### config.mk
export PLATFORM = sky130hd
export DESIGN_NAME = shdn_ctrl
export DESIGN_NICKNAME = d
export VERILOG_FILES = /design/src/rtl/shdn_pkg.sv /design/src/rtl/shdn_sync.sv /design/src/rtl/shdn_regs.sv /design/src/rtl/shdn_pin_qual.sv /design/src/rtl/shdn_status.sv /design/src/rtl/shdn_ctrl.sv
export SDC_FILE = /design/constraint.sdc
export NUM_CORES = 1
export LEC_CHECK = 0
export ABC_AREA = 1
export BUFFER_PORTS_ARGS = -buffer_cell sky130_fd_sc_hd__buf_2
export CAP_MARGIN = 0
export CORE_MARGIN = 5
export CORE_UTILIZATION = 30
export DETAILED_ROUTE_END_ITERATION = 8
export SLEW_MARGIN = 5
export SYNTH_ARGS = -nofsm -noshare
export SYNTH_HDL_FRONTEND = slang
export SYNTH_SLANG_ARGS = --single-unit
### constraint.sdc
create_clock -name clk -period 1.6 [get_ports clk]
set_clock_uncertainty 0.05 [all_clocks]
set_input_delay 0 -clock clk [delete_from_list [all_inputs] [get_ports clk]]
set_output_delay 0 -clock clk [all_outputs]
set_load 0.005 [all_outputs]
### src/rtl/shdn_pkg.sv
package shdn_pkg;
  localparam int unsigned REG_W   = 32;
  localparam int unsigned DCNT_W  = 4;
  localparam int unsigned PMODE_W = 3;
  localparam logic [7:0]  PWR_KEY = 8'hA5;
  localparam int unsigned KEY_LSB = 24;

  localparam int unsigned OFF_CTRL = 0;
  localparam int unsigned OFF_MODE = 4;
  localparam int unsigned OFF_STAT = 8;

  localparam int unsigned MD_CNT_LSB = 4;
  localparam int unsigned MD_RTT_BIT = 16;
  localparam int unsigned MD_RTC_BIT = 17;

  localparam int unsigned ST_PIN_BIT = 0;
  localparam int unsigned ST_RTT_BIT = 16;
  localparam int unsigned ST_RTC_BIT = 17;

  typedef enum logic [PMODE_W-1:0] {
    PM_OFF = 3'd0,
    PM_HI  = 3'd1,
    PM_LO  = 3'd2,
    PM_CHG = 3'd3
  } pin_mode_e;

  typedef struct packed {
    logic                rtc_en;
    logic                rtt_en;
    logic [DCNT_W-1:0]   dcnt;
    logic [PMODE_W-1:0]  pmode;
  } mode_t;

  function automatic mode_t mode_from_word(input logic [REG_W-1:0] w);
    mode_t m;
    m.rtc_en = w[MD_RTC_BIT];
    m.rtt_en = w[MD_RTT_BIT];
    m.dcnt   = w[MD_CNT_LSB +: DCNT_W];
    m.pmode  = w[PMODE_W-1:0];
    return m;
  endfunction

  function automatic logic [REG_W-1:0] mode_to_word(input mode_t m);
    logic [REG_W-1:0] w;
    w = '0;
    w[MD_RTC_BIT]              = m.rtc_en;
    w[MD_RTT_BIT]              = m.rtt_en;
    w[MD_CNT_LSB +: DCNT_W]    = m.dcnt;
    w[PMODE_W-1:0]             = m.pmode;
    return w;
  endfunction
endpackage

### src/rtl/shdn_sync.sv
module shdn_sync #(
  parameter int unsigned STAGES = 2
) (
  input  logic clk,
  input  logic rst,
  input  logic d,
  output logic q
);
  logic [STAGES-1:0] chain;

  for (genvar s = 0; s < STAGES; s++) begin : g_stage
    if (s == 0) begin : g_first
      always_ff @(posedge clk) begin
        if (rst) chain[0] <= 1'b0;
        else     chain[0] <= d;
      end
    end else begin : g_next
      always_ff @(posedge clk) begin
        if (rst) chain[s] <= 1'b0;
        else     chain[s] <= chain[s-1];
      end
    end
  end

  assign q = chain[STAGES-1];
endmodule

### src/rtl/shdn_regs.sv
module shdn_regs
  import shdn_pkg::*;
#(
  parameter int unsigned ADDR_W = 4
) (
  input  logic              clk,
  input  logic              rst,
  input  logic              bus_wr,
  input  logic              bus_rd,
  input  logic [ADDR_W-1:0] bus_addr,
  input  logic [REG_W-1:0]  bus_wdata,
  input  logic [REG_W-1:0]  status_i,
  output logic [REG_W-1:0]  bus_rdata,
  output mode_t             mode_o,
  output logic              off_req_o,
  output logic              stat_rd_o
);
  logic  sel_ctrl, sel_mode, sel_stat;
  mode_t mode_q;
  logic  unused_wbits;

  assign sel_ctrl = (bus_addr == ADDR_W'(OFF_CTRL));
  assign sel_mode = (bus_addr == ADDR_W'(OFF_MODE));
  assign sel_stat = (bus_addr == ADDR_W'(OFF_STAT));
  assign unused_wbits = ^bus_wdata;

  always_comb begin
    off_req_o = bus_wr && sel_ctrl
                && (bus_wdata[KEY_LSB +: 8] == PWR_KEY) && bus_wdata[0];
    stat_rd_o = bus_rd && sel_stat;
  end

  always_ff @(posedge clk) begin
    if (rst)                    mode_q <= '0;
    else if (bus_wr && sel_mode) mode_q <= mode_from_word(bus_wdata);
  end

  always_ff @(posedge clk) begin
    if (rst) begin
      bus_rdata <= '0;
    end else if (bus_rd) begin
      if (sel_mode)      bus_rdata <= mode_to_word(mode_q);
      else if (sel_stat) bus_rdata <= status_i;
      else               bus_rdata <= '0;
    end else begin
      bus_rdata <= '0;
    end
  end

  assign mode_o = mode_q;
endmodule

### src/rtl/shdn_pin_qual.sv
module shdn_pin_qual
  import shdn_pkg::*;
#(
  parameter int unsigned CNT_W = DCNT_W
) (
  input  logic               clk,
  input  logic               rst,
  input  logic               armed,
  input  logic               enter,
  input  logic               pin_s,
  input  logic [PMODE_W-1:0] pmode,
  input  logic [CNT_W-1:0]   limit,
  output logic               hit
);
  localparam logic [CNT_W-1:0] RUN_MAX = {CNT_W{1'b1}};

  logic             ref_q;
  logic             cond;
  logic [CNT_W-1:0] run_q;

  always_ff @(posedge clk) begin
    if (rst)        ref_q <= 1'b0;
    else if (enter) ref_q <= pin_s;
  end

  always_comb begin
    case (pin_mode_e'(pmode))
      PM_HI:   cond = pin_s;
      PM_LO:   cond = !pin_s;
      PM_CHG:  cond = (pin_s != ref_q);
      default: cond = 1'b0;
    endcase
  end

  always_ff @(posedge clk) begin
    if (rst || !armed || !cond) run_q <= '0;
    else if (run_q != RUN_MAX)  run_q <= run_q + 1'b1;
  end

  assign hit = armed && cond && (run_q >= limit);
endmodule

### src/rtl/shdn_status.sv
module shdn_status #(
  parameter int unsigned W = 32
) (
  input  logic         clk,
  input  logic         rst,
  input  logic [W-1:0] set_i,
  input  logic         clr_i,
  output logic [W-1:0] q_o
);
  always_ff @(posedge clk) begin
    if (rst) q_o <= '0;
    else     q_o <= (clr_i ? '0 : q_o) | set_i;
  end
endmodule

### src/rtl/shdn_ctrl.sv
module shdn_ctrl
  import shdn_pkg::*;
#(
  parameter int unsigned ADDR_W      = 4,
  parameter int unsigned SYNC_STAGES = 2
) (
  input  logic              clk,
  input  logic              rst,
  input  logic              bus_wr,
  input  logic              bus_rd,
  input  logic [ADDR_W-1:0] bus_addr,
  input  logic [31:0]       bus_wdata,
  output logic [31:0]       bus_rdata,
  input  logic              wkup_pin,
  input  logic              rtt_wake_req,
  input  logic              rtc_wake_req,
  output logic              pwr_off
);
  mode_t            mode_q;
  logic             off_req, stat_rd;
  logic             shut_q, enter, pin_s, pin_hit, wake;
  logic [REG_W-1:0] status_q, wake_set;

  shdn_regs #(.ADDR_W(ADDR_W)) u_regs (
    .clk(clk), .rst(rst), .bus_wr(bus_wr), .bus_rd(bus_rd),
    .bus_addr(bus_addr), .bus_wdata(bus_wdata), .status_i(status_q),
    .bus_rdata(bus_rdata), .mode_o(mode_q), .off_req_o(off_req),
    .stat_rd_o(stat_rd)
  );

  shdn_sync #(.STAGES(SYNC_STAGES)) u_sync (
    .clk(clk), .rst(rst), .d(wkup_pin), .q(pin_s)
  );

  assign enter = !shut_q && off_req;

  shdn_pin_qual #(.CNT_W(DCNT_W)) u_qual (
    .clk(clk), .rst(rst), .armed(shut_q), .enter(enter), .pin_s(pin_s),
    .pmode(mode_q.pmode), .limit(mode_q.dcnt), .hit(pin_hit)
  );

  always_comb begin
    wake_set             = '0;
    wake_set[ST_PIN_BIT] = pin_hit;
    wake_set[ST_RTT_BIT] = shut_q && mode_q.rtt_en && rtt_wake_req;
    wake_set[ST_RTC_BIT] = shut_q && mode_q.rtc_en && rtc_wake_req;
    wake                 = |wake_set;
  end

  shdn_status #(.W(REG_W)) u_stat (
    .clk(clk), .rst(rst), .set_i(wake_set), .clr_i(stat_rd), .q_o(status_q)
  );

  always_ff @(posedge clk) begin
    if (rst)         shut_q <= 1'b0;
    else if (shut_q) shut_q <= !wake;
    else             shut_q <= off_req;
  end

  assign pwr_off = shut_q;
endmodule

After elaboration in Yosys (flattened, before gate mapping)
Cells that the tools add are included.
Storage, ports and cells
  bits in registers: 81
  bits of input ports: 43
  output and inout bits: 33
  word-level logic and storage cells: 52
Cells by class
  add/sub/neg operators: 1
  magnitude comparators: 1
  equality and inequality tests: 8
  multiplexer cells: 5
  bitwise operators: 3
  reductions and logical operators: 22
Operators by type and width (count)
  two-way mux 18 bit: 2
  two-way mux 32 bit: 1
  OR 32 x 18 -> 32 bit: 1
  logical AND 1 bit: 12
  == test 8 bit, second input constant: 1
  == test 3 x 2 -> 1 bit, second input constant: 2
  adder 4 x 1 -> 4 bit, second input constant: 1
  == test 4 x 3 -> 1 bit, second input constant: 1
  == test 4 bit, second input constant: 1
  >= comparator 4 bit: 1
  zero test 1 bit: 4
  zero test 4 bit: 1
  inequality test 4 bit, second input constant: 1
  OR reduction 4 bit: 1
  == test 3 x 1 -> 1 bit, second input constant: 1
  case mux 1 bit (3 select lines): 1
  OR reduction 3 bit: 1
  logical OR 1 bit: 2
  NOT 1 bit: 2
  OR reduction 2 bit: 1
  two-way mux 1 bit: 1
  inequality test 1 bit: 1

Depth between registers and ports, before layout
Gate-level depths: netlist of run 1.
  depth in word-level cells: 7
  depth in mapped cells: 10
  mapped depth without buffers: 10

Hierarchy
From an unflattened synthesis of run 1, not the netlist that was laid out.
Unflattened totals
  cell total of the unflattened synthesis: 405
  area total of the unflattened synthesis: 3265.6 um2
Modules (own cells, without submodules)
  shdn_regs: times used 1, cells each 194, area an instance 1546.5 um2, seq. area each 820.8 um2
  shdn_status: times used 1, cells each 135, area an instance 1213.7 um2, seq. area each 640.6 um2
  shdn_pin_qual: times used 1, cells each 58, area an instance 379.1 um2, seq. area each 100.1 um2
  shdn_ctrl: times used 1, cells each 12, area an instance 71.3 um2, seq. area each 20.0 um2
  shdn_sync: times used 1, cells each 6, area an instance 55.1 um2, seq. area each 40.0 um2

Worst setup path after synthesis of run 1
OpenSTA, ideal clock, no wires.
  path type: reg-to-reg
  start: reg u_regs.mode_o[6] (netlist name)
  end: reg shut_q (netlist: pwr_off)
  library setup time: 0.070 ns
  arrival: 1.054 ns
  data required time: 1.480 ns
  setup slack: 0.426 ns
  cell stages (with the launch flop): 10
  path buffers: 0
  clock period less this slack: 1.174 ns
  cell sequence: dfxtp_1 > inv_1 > ha_1 > nand2_1 > inv_1 > nand3_1 > nand3_1 > nand2_1 > nand2_1 > a21oi_1
On the way
  cells in the longest elaborated chain, start to end: 5
Ends and longest elaborated chain
  >= comparator 4 bit: RTL line shdn_pin_qual.sv:40  | assign hit = armed && cond && (run_q >= limit);
  logical AND 1 bit: RTL line shdn_pin_qual.sv:40
  OR reduction 3 bit: RTL line shdn_ctrl.sv:47  | wake = |wake_set;
  zero test 1 bit: RTL line shdn_ctrl.sv:56  | else if (shut_q) shut_q <= !wake;
  two-way mux 1 bit: RTL line shdn_ctrl.sv:56
  end signal: assignment: RTL line shdn_ctrl.sv:56
  end signal: assignment: RTL line shdn_ctrl.sv:57  | else shut_q <= off_req;
  end: declaration: RTL line shdn_ctrl.sv:21  | logic shut_q, enter, pin_s, pin_hit, wake;
Every way passes these cells.
A chain may end at the register's enable or synchronous reset.

Worst setup path in the final report of run 1
  start: reg u_qual.run_q[2]
  end: reg shut_q (netlist: pwr_off)
On the way
  cells in the longest elaborated chain, start to end: 5
Ends and longest elaborated chain
  start: declaration: RTL line shdn_pin_qual.sv:19  | logic [CNT_W-1:0] run_q;
  start signal: assignment: RTL line shdn_pin_qual.sv:37  | else if (run_q != RUN_MAX) run_q <= run_q + 1'b1;
  >= comparator 4 bit: RTL line shdn_pin_qual.sv:40
  logical AND 1 bit: RTL line shdn_pin_qual.sv:40
  OR reduction 3 bit: RTL line shdn_ctrl.sv:47
  zero test 1 bit: RTL line shdn_ctrl.sv:56
  two-way mux 1 bit: RTL line shdn_ctrl.sv:56
Every way passes these cells.

==> reports/qor.yml, run 1 <==
design_power_total_mw: 1.51
syn-instance-count: 179
portBuffers: 37
setup_viol: 0
period_share: 0.826
synthTopCellsByArea: "dfxtp_1 42%, buf_4 12%, nand2_1 7.5%, inv_1 6.7%, a21oi_1 5.4%"
antennaDiodeCount: 0
hold_path.class: "primary input to flip-flop"
cts_sinks: 29
max_cap_viol_count: 0
dr.first_iter.drc_count: 24
place_area_mm2: 0.00154
overflow: 0
core_area_mm2: 0.00444
rows: 24
p_leak_nw: 0.823
dp_cells: 265
r2r-end: "pwr_off"
yosys.area.top_type: "dfxtp_1"
vias: 1208
start_kind: "flip-flop"
timing.fmax_ghz: 0.756
wl_per_cell_um: 10.2
grt_pass1_vias: 1100
path_max_fanout: 5
synth.top_cell.area_share: 0.416
reg2regPathDepth: 8
dp_hpwl_mm: 2.30
slew_violations: 0
final_nets: 281
root_buffer: "clkbuf_8"
fp.dieH_um: 78.2
tns_ps: 0
crit_required_ps: 1760
die_area_mm2: 0.00612
syn2layout_area_growth_pct: 27.0
viasPerCell: 4.22
cts_setup_buffers: 0
antenna_found_initial: 0
syn_area_mm2: 0.00140
grt_start_max_net_pins: 19
die_w_um: 78.2
rsz0062_at_grt: "false"
seqCellArea_um2: 581
max-vdd-ir-drop_mv: 0.491
cts_tree: "done"
status: "finished clean"
post-route-drc-count: 0
arrival_ps: 1480
powerDensity_mw_per_mm2: 850
hold_depth: 5
final_antenna_net_count: 0
routabilityCongestion: 0.734
finalHoldViolCount: 0
clockBufferDepth: 2
clkSlewWorstSetupHoldPaths_ps: 60
min_period_ps: 1320
worstSetupPathType: "flip-flop to flip-flop"
multi_input_area_um2: 608
r2r_start: "u_qual.run_q[2]"
rrSetupSlack_ps: 280
htreeDepth: 2
grt_usage: 0.0998
synth-seq-area-share: 0.416
grt_pass1_wl_mm: 4.75
wl_mm: 2.92
cp-end-kind: "flip-flop"
cts_buffers: 5
drive_above_1_share: 0.231
fin_cells: 286
syn-mean-instance-area_um2: 7.80
endpoint: "pwr_off"
yosys_warnings: 0
initial_core_util: 0.314
ys_ff_latch: 29
clk_latency_ps: 270
synth.distinct_cells: 29
firstDrtPassIters: 4
critPathLaunch: "u_qual.run_q[2]"
nFillCells: 485
io-pin-count: 76
stdcell_area_mm2: 0.00177
==> layer usage <==
layer  GRT usage  wire, um  share of wire
met1       0.118      1270           0.43
met2       0.159      1360           0.47
met5           0         0              0
met4      0.0559        55          0.019
met3      0.0332       237          0.081
==> metrics by stage <==
step / hold WS (ps) / setup slack [ps] / util
3_3_place_gp: 163 / 308 / 0.347
3_5_place_dp: 168 / 280 / 0.347
4_1_cts: 21.5 / 271 / 0.399
6_report: 33.1 / 278 / 0.399
5_1_grt: 60.3 / 141 / 0.399
2_1_floorplan: 19.1 / 426 / -
==> state kept, by name (all words and copies together) (netlist names) <==
| name | count |
|---|---|
| u_qual.run_q | 4 |
| u_qual.ref_q | 1 |
| u_stat.q_o | 3 |
| u_sync.q | 1 |
| u_regs.bus_rdata | 9 |
| u_regs.mode_o | 9 |
| pwr_off | 1 |
| u_sync.chain | 1 |
==> layout make-up <==
type / instances / area share
tap: 52 / 0.0367
inverter: 27 / 0.0579
timing repair buffer: 50 / 0.178
clock buffer: 7 / 0.0543
sequential: 29 / 0.327
clock inverter: 1 / 0.00282
multi-input combinational: 120 / 0.343
==> power breakdown <==
| part | leakage, nW | switching [mW] | internal, mW |
|---|---|---|---|
| logic | 0.535 | 0.0633 | 0.0592 |
| registers | 0.234 | 0.00308 | 0.730 |
| clock network | 0.0542 | 0.263 | 0.388 |
| total | 0.823 | 0.329 | 1.18 |
==> how the worst min path moves through the flow <==
stage                             from         endpoint  slack, ps
after floorplan                    rst          pwr_off         20
after global placement        wkup_pin  u_sync.chain[0]        160
after detailed placement      wkup_pin  u_sync.chain[0]        170
after CTS                       bus_rd    u_stat.q_o[0]         20
after global routing      rtt_wake_req   u_stat.q_o[16]         60
final                     rtt_wake_req   u_stat.q_o[16]         30
==> repair_timing <==
item	4_1_cts	5_1_grt
resized for setup	0	0
hold buffers	13	0
endpoints found under the hold margin	15	0
==> synthesized netlist by cell type (all sizes together) <==
cell type,instances
nand2,30
dfxtp,29
inv,26
buf,25
a21oi,16
nor2,15
o21ai,9
nand3,8
ha,5
nor3,3
o22ai,3
nand4,2
a211oi,1
a31oi,1
clkinv,1
conb,1
nand3b,1
or2,1
xnor2,1
xor2,1
==> critical path: stages, from the launching register on <==
cell and delay, ps:
dfxtp_1 420, ha_1 270, nand2_1 60, inv_1 40, nand3_1 60, nand3_1 80, nand2_1 110, nand2_1 60
a21oi_1 110
==> layout by cell type, fill, tap and decap left out, drive strengths merged, types with 5 or more instances in the layout <==
master,netlist,layout
a21oi,16,16
buf,25,37
clkbuf,0,7
conb,1,23
dfxtp,29,29
dlygate4sd3,0,13
ha,5,5
inv,26,26
nand2,30,30
nand3,8,8
nor2,15,15
o21ai,9,9
==> kinds of logic after synthesis <==
family,Yosys count,synth area share
simple gates,60,0.198
buf+inv,52,0.208
flops,29,0.416
fa+ha+maj,5,0.0448
compound gates,30,0.118
other cells,1,0.00269
xor+xnor,2,0.0125
No activity file was read; power rests on OpenSTA's default activity.
==> run 2, diff against run 1 <==
- clock period: 1.6 -> 1.3 ns (I/O delays scaled with it)
==> reports/qor.yml, run 2 (same netlist as run 1, synthesis figures left out) <==
status: "finished clean"
cts_buffers: 5  # unchanged
start_kind: "flip-flop"
slowest_delay_ps: 330  # -90 ps
dp_cells: 270  # +1.9%
grt_pass1_vias: 1106  # +0.55%
drive_above_1_share: 0.322  # +0.0914
firstDrtPassIters: 4  # unchanged
dr.first_iter.drc_count: 53  # +120%
power_frac_comb: 0.078  # -0.003
viasPerCell: 4.13  # -2.1%
crit_required_ps: 1460  # -300 ps
crit_path_cell_trace: "inv_2 > ha_4 > nand2_1 > nand2_1 > nand2_1 > nand3_2 > nand2_2 > nand2_2 > a21oi_2"
slew_violations: 0  # unchanged
portBuffers: 37  # unchanged
path_max_fanout: 3  # -2
p_leak_nw: 0.866  # +5.2%
clockBufferDepth: 2  # unchanged
hold_path.class: "primary input to flip-flop"
overflow: 0  # unchanged
initial_core_util: 0.314  # unchanged
io-pin-count: 76  # unchanged
cp_slowest_cell: "dfxtp_1"
grt_usage: 0.106  # +0.00597
fin_ws_ps: 51.0  # -227 ps
max-vdd-ir-drop_mv: 0.615  # +25%
clkSlewWorstSetupHoldPaths_ps: 70  # about the same
setup_viol: 0  # unchanged
root_buffer: "clkbuf_8"
clk_latency_ps: 280  # about the same
critPathTopFamily: "simple AND/OR/NAND/NOR gates"
pre_cts_slack_ps: 8.74  # -271 ps
period_share: 0.961  # +0.134
path_buf_inv: 1  # unchanged
min_period_ps: 1250  # -73.3 ps
nFillCells: 462  # -4.7%
worstSetupPathType: "flip-flop to flip-flop"
final_antenna_net_count: 0  # unchanged
finalHoldViolCount: 0  # unchanged
timing.fmax_ghz: 0.801  # +5.9%
cp_common_cell: "nand2_1"
grt_pass1_wl_mm: 5.00  # +5.2%
fin_cells: 291  # +1.7%
syn2layout_area_growth_pct: 35.6
cp-end-kind: "flip-flop"
switching_share: 0.213  # -0.00535
cts_sinks: 29  # unchanged
wl_mm: 3.09  # +5.8%
tns_ps: 0  # unchanged
rsz0062_at_grt: "true"
mostFrequentLayoutCells: "37 x buf_2, 25 x nand2_1, 23 x conb_1"
post-route-drc-count: 0  # unchanged
final_nets: 286  # +1.8%
rows: 24  # unchanged
dp_hpwl_mm: 2.26  # -1.6%
antenna_found_initial: 0  # unchanged
clock_power_share: 0.478  # +0.046
wl_per_cell_um: 10.6  # +3.9%
p_int_mw: 1.60  # +36%
routabilityCongestion: 0.764  # +4.1%
core_area_mm2: 0.00444  # unchanged
vias: 1203  # -0.41%
seqPwrFrac: 0.444  # -0.042
powerDensity_mw_per_mm2: 1070  # +26%
final_common_cell: "buf_2"
fp.dieH_um: 78.2  # unchanged
p_sw_mw: 0.434  # +32%
max_cap_viol_count: 0  # unchanged
htreeDepth: 2  # unchanged
cts_tree: "done"
antennaDiodeCount: 0  # unchanged
grt_start_max_net_pins: 19  # unchanged
die_area_mm2: 0.00612  # unchanged
die_w_um: 78.2  # unchanged
final_util: 0.426  # +0.0270
design_power_total_mw: 2.03  # +35%
arrival_ps: 1410  # -70 ps
==> run 2: cell count changes in the layout (fill, tap and decap cells not counted), moves of 3 or more <==
cell and delta:
buf_4 +5, dfxtp_2 +7, dfxtp_1 -7, inv_2 +3, nand2_2 +3, ha_1 -3
inv_1 -3, ha_4 +3, nand2_1 -3
==> run 2: worst paths after layout <==
kind / start / to / slack, ps / depth (start not counted)
hold / removal: rtt_wake_req / u_stat.q_o[16] / 20 / 5
setup reg to reg: u_regs.mode_o[4] / pwr_off / 50 / 9
setup / recovery: u_regs.mode_o[4] / pwr_off / 50 / 9
hold reg to reg: u_sync.chain[0] / u_sync.q / 370 / 2
==> run 2: routing by layer <==
| layer | share of wire | GRT usage | wire length [um] |
|---|---|---|---|
| met1 | 0.43 | 0.125 | 1340 |
| met5 | 0 | 0 | 0 |
| met3 | 0.070 | 0.0343 | 216 |
| met2 | 0.48 | 0.173 | 1490 |
| met4 | 0.016 | 0.0524 | 48 |
==> run 2: area by class of cell <==
type                       count  area (um2)  share of cell area
clock buffer                   7        86.3              0.0456
clock inverter                 1        30.0              0.0159
inverter                      27         103              0.0542
multi-input combinational    120         667               0.352
sequential                    29         589               0.311
tap                           52        65.1              0.0344
timing repair buffer          55         353               0.186
==> run 2: stage by stage <==
step	hold WS (ps)	cell area (um2)
after CTS	13.1	1830
after floorplan	19.1	1480
final	16.4	1890
after global routing	50.9	1890
after detailed placement	164	1580
after global placement	163	1580
==> run 2: power by group through the flow <==
stage / Clock [mW] / Sequential, mW / Combinational (mW)
floorplan: 0 / 0.921 / 0.115
global placement: 0 / 0.921 / 0.120
detailed placement: 0 / 0.922 / 0.122
CTS: 0.997 / 0.901 / 0.153
global route: 1.03 / 0.902 / 0.182
finish: 0.972 / 0.902 / 0.159
==> run 2: repair_timing <==
| action | in CTS | in global routing |
|---|---|---|
| pin swaps | 2 | 4 |
| endpoints found under the hold margin | 15 | 0 |
| buffers inserted | 0 | 0 |
| hold buffers | 13 | 0 |
| setup endpoints to repair | 1 | 6 |
| resized for setup | 1 | 18 |
==> run 2: worst min-delay path: stages <==
cell	delay [ps]
buf_2	100
nand2_1	50
inv_1	40
nand2_1	50
a21oi_1	60
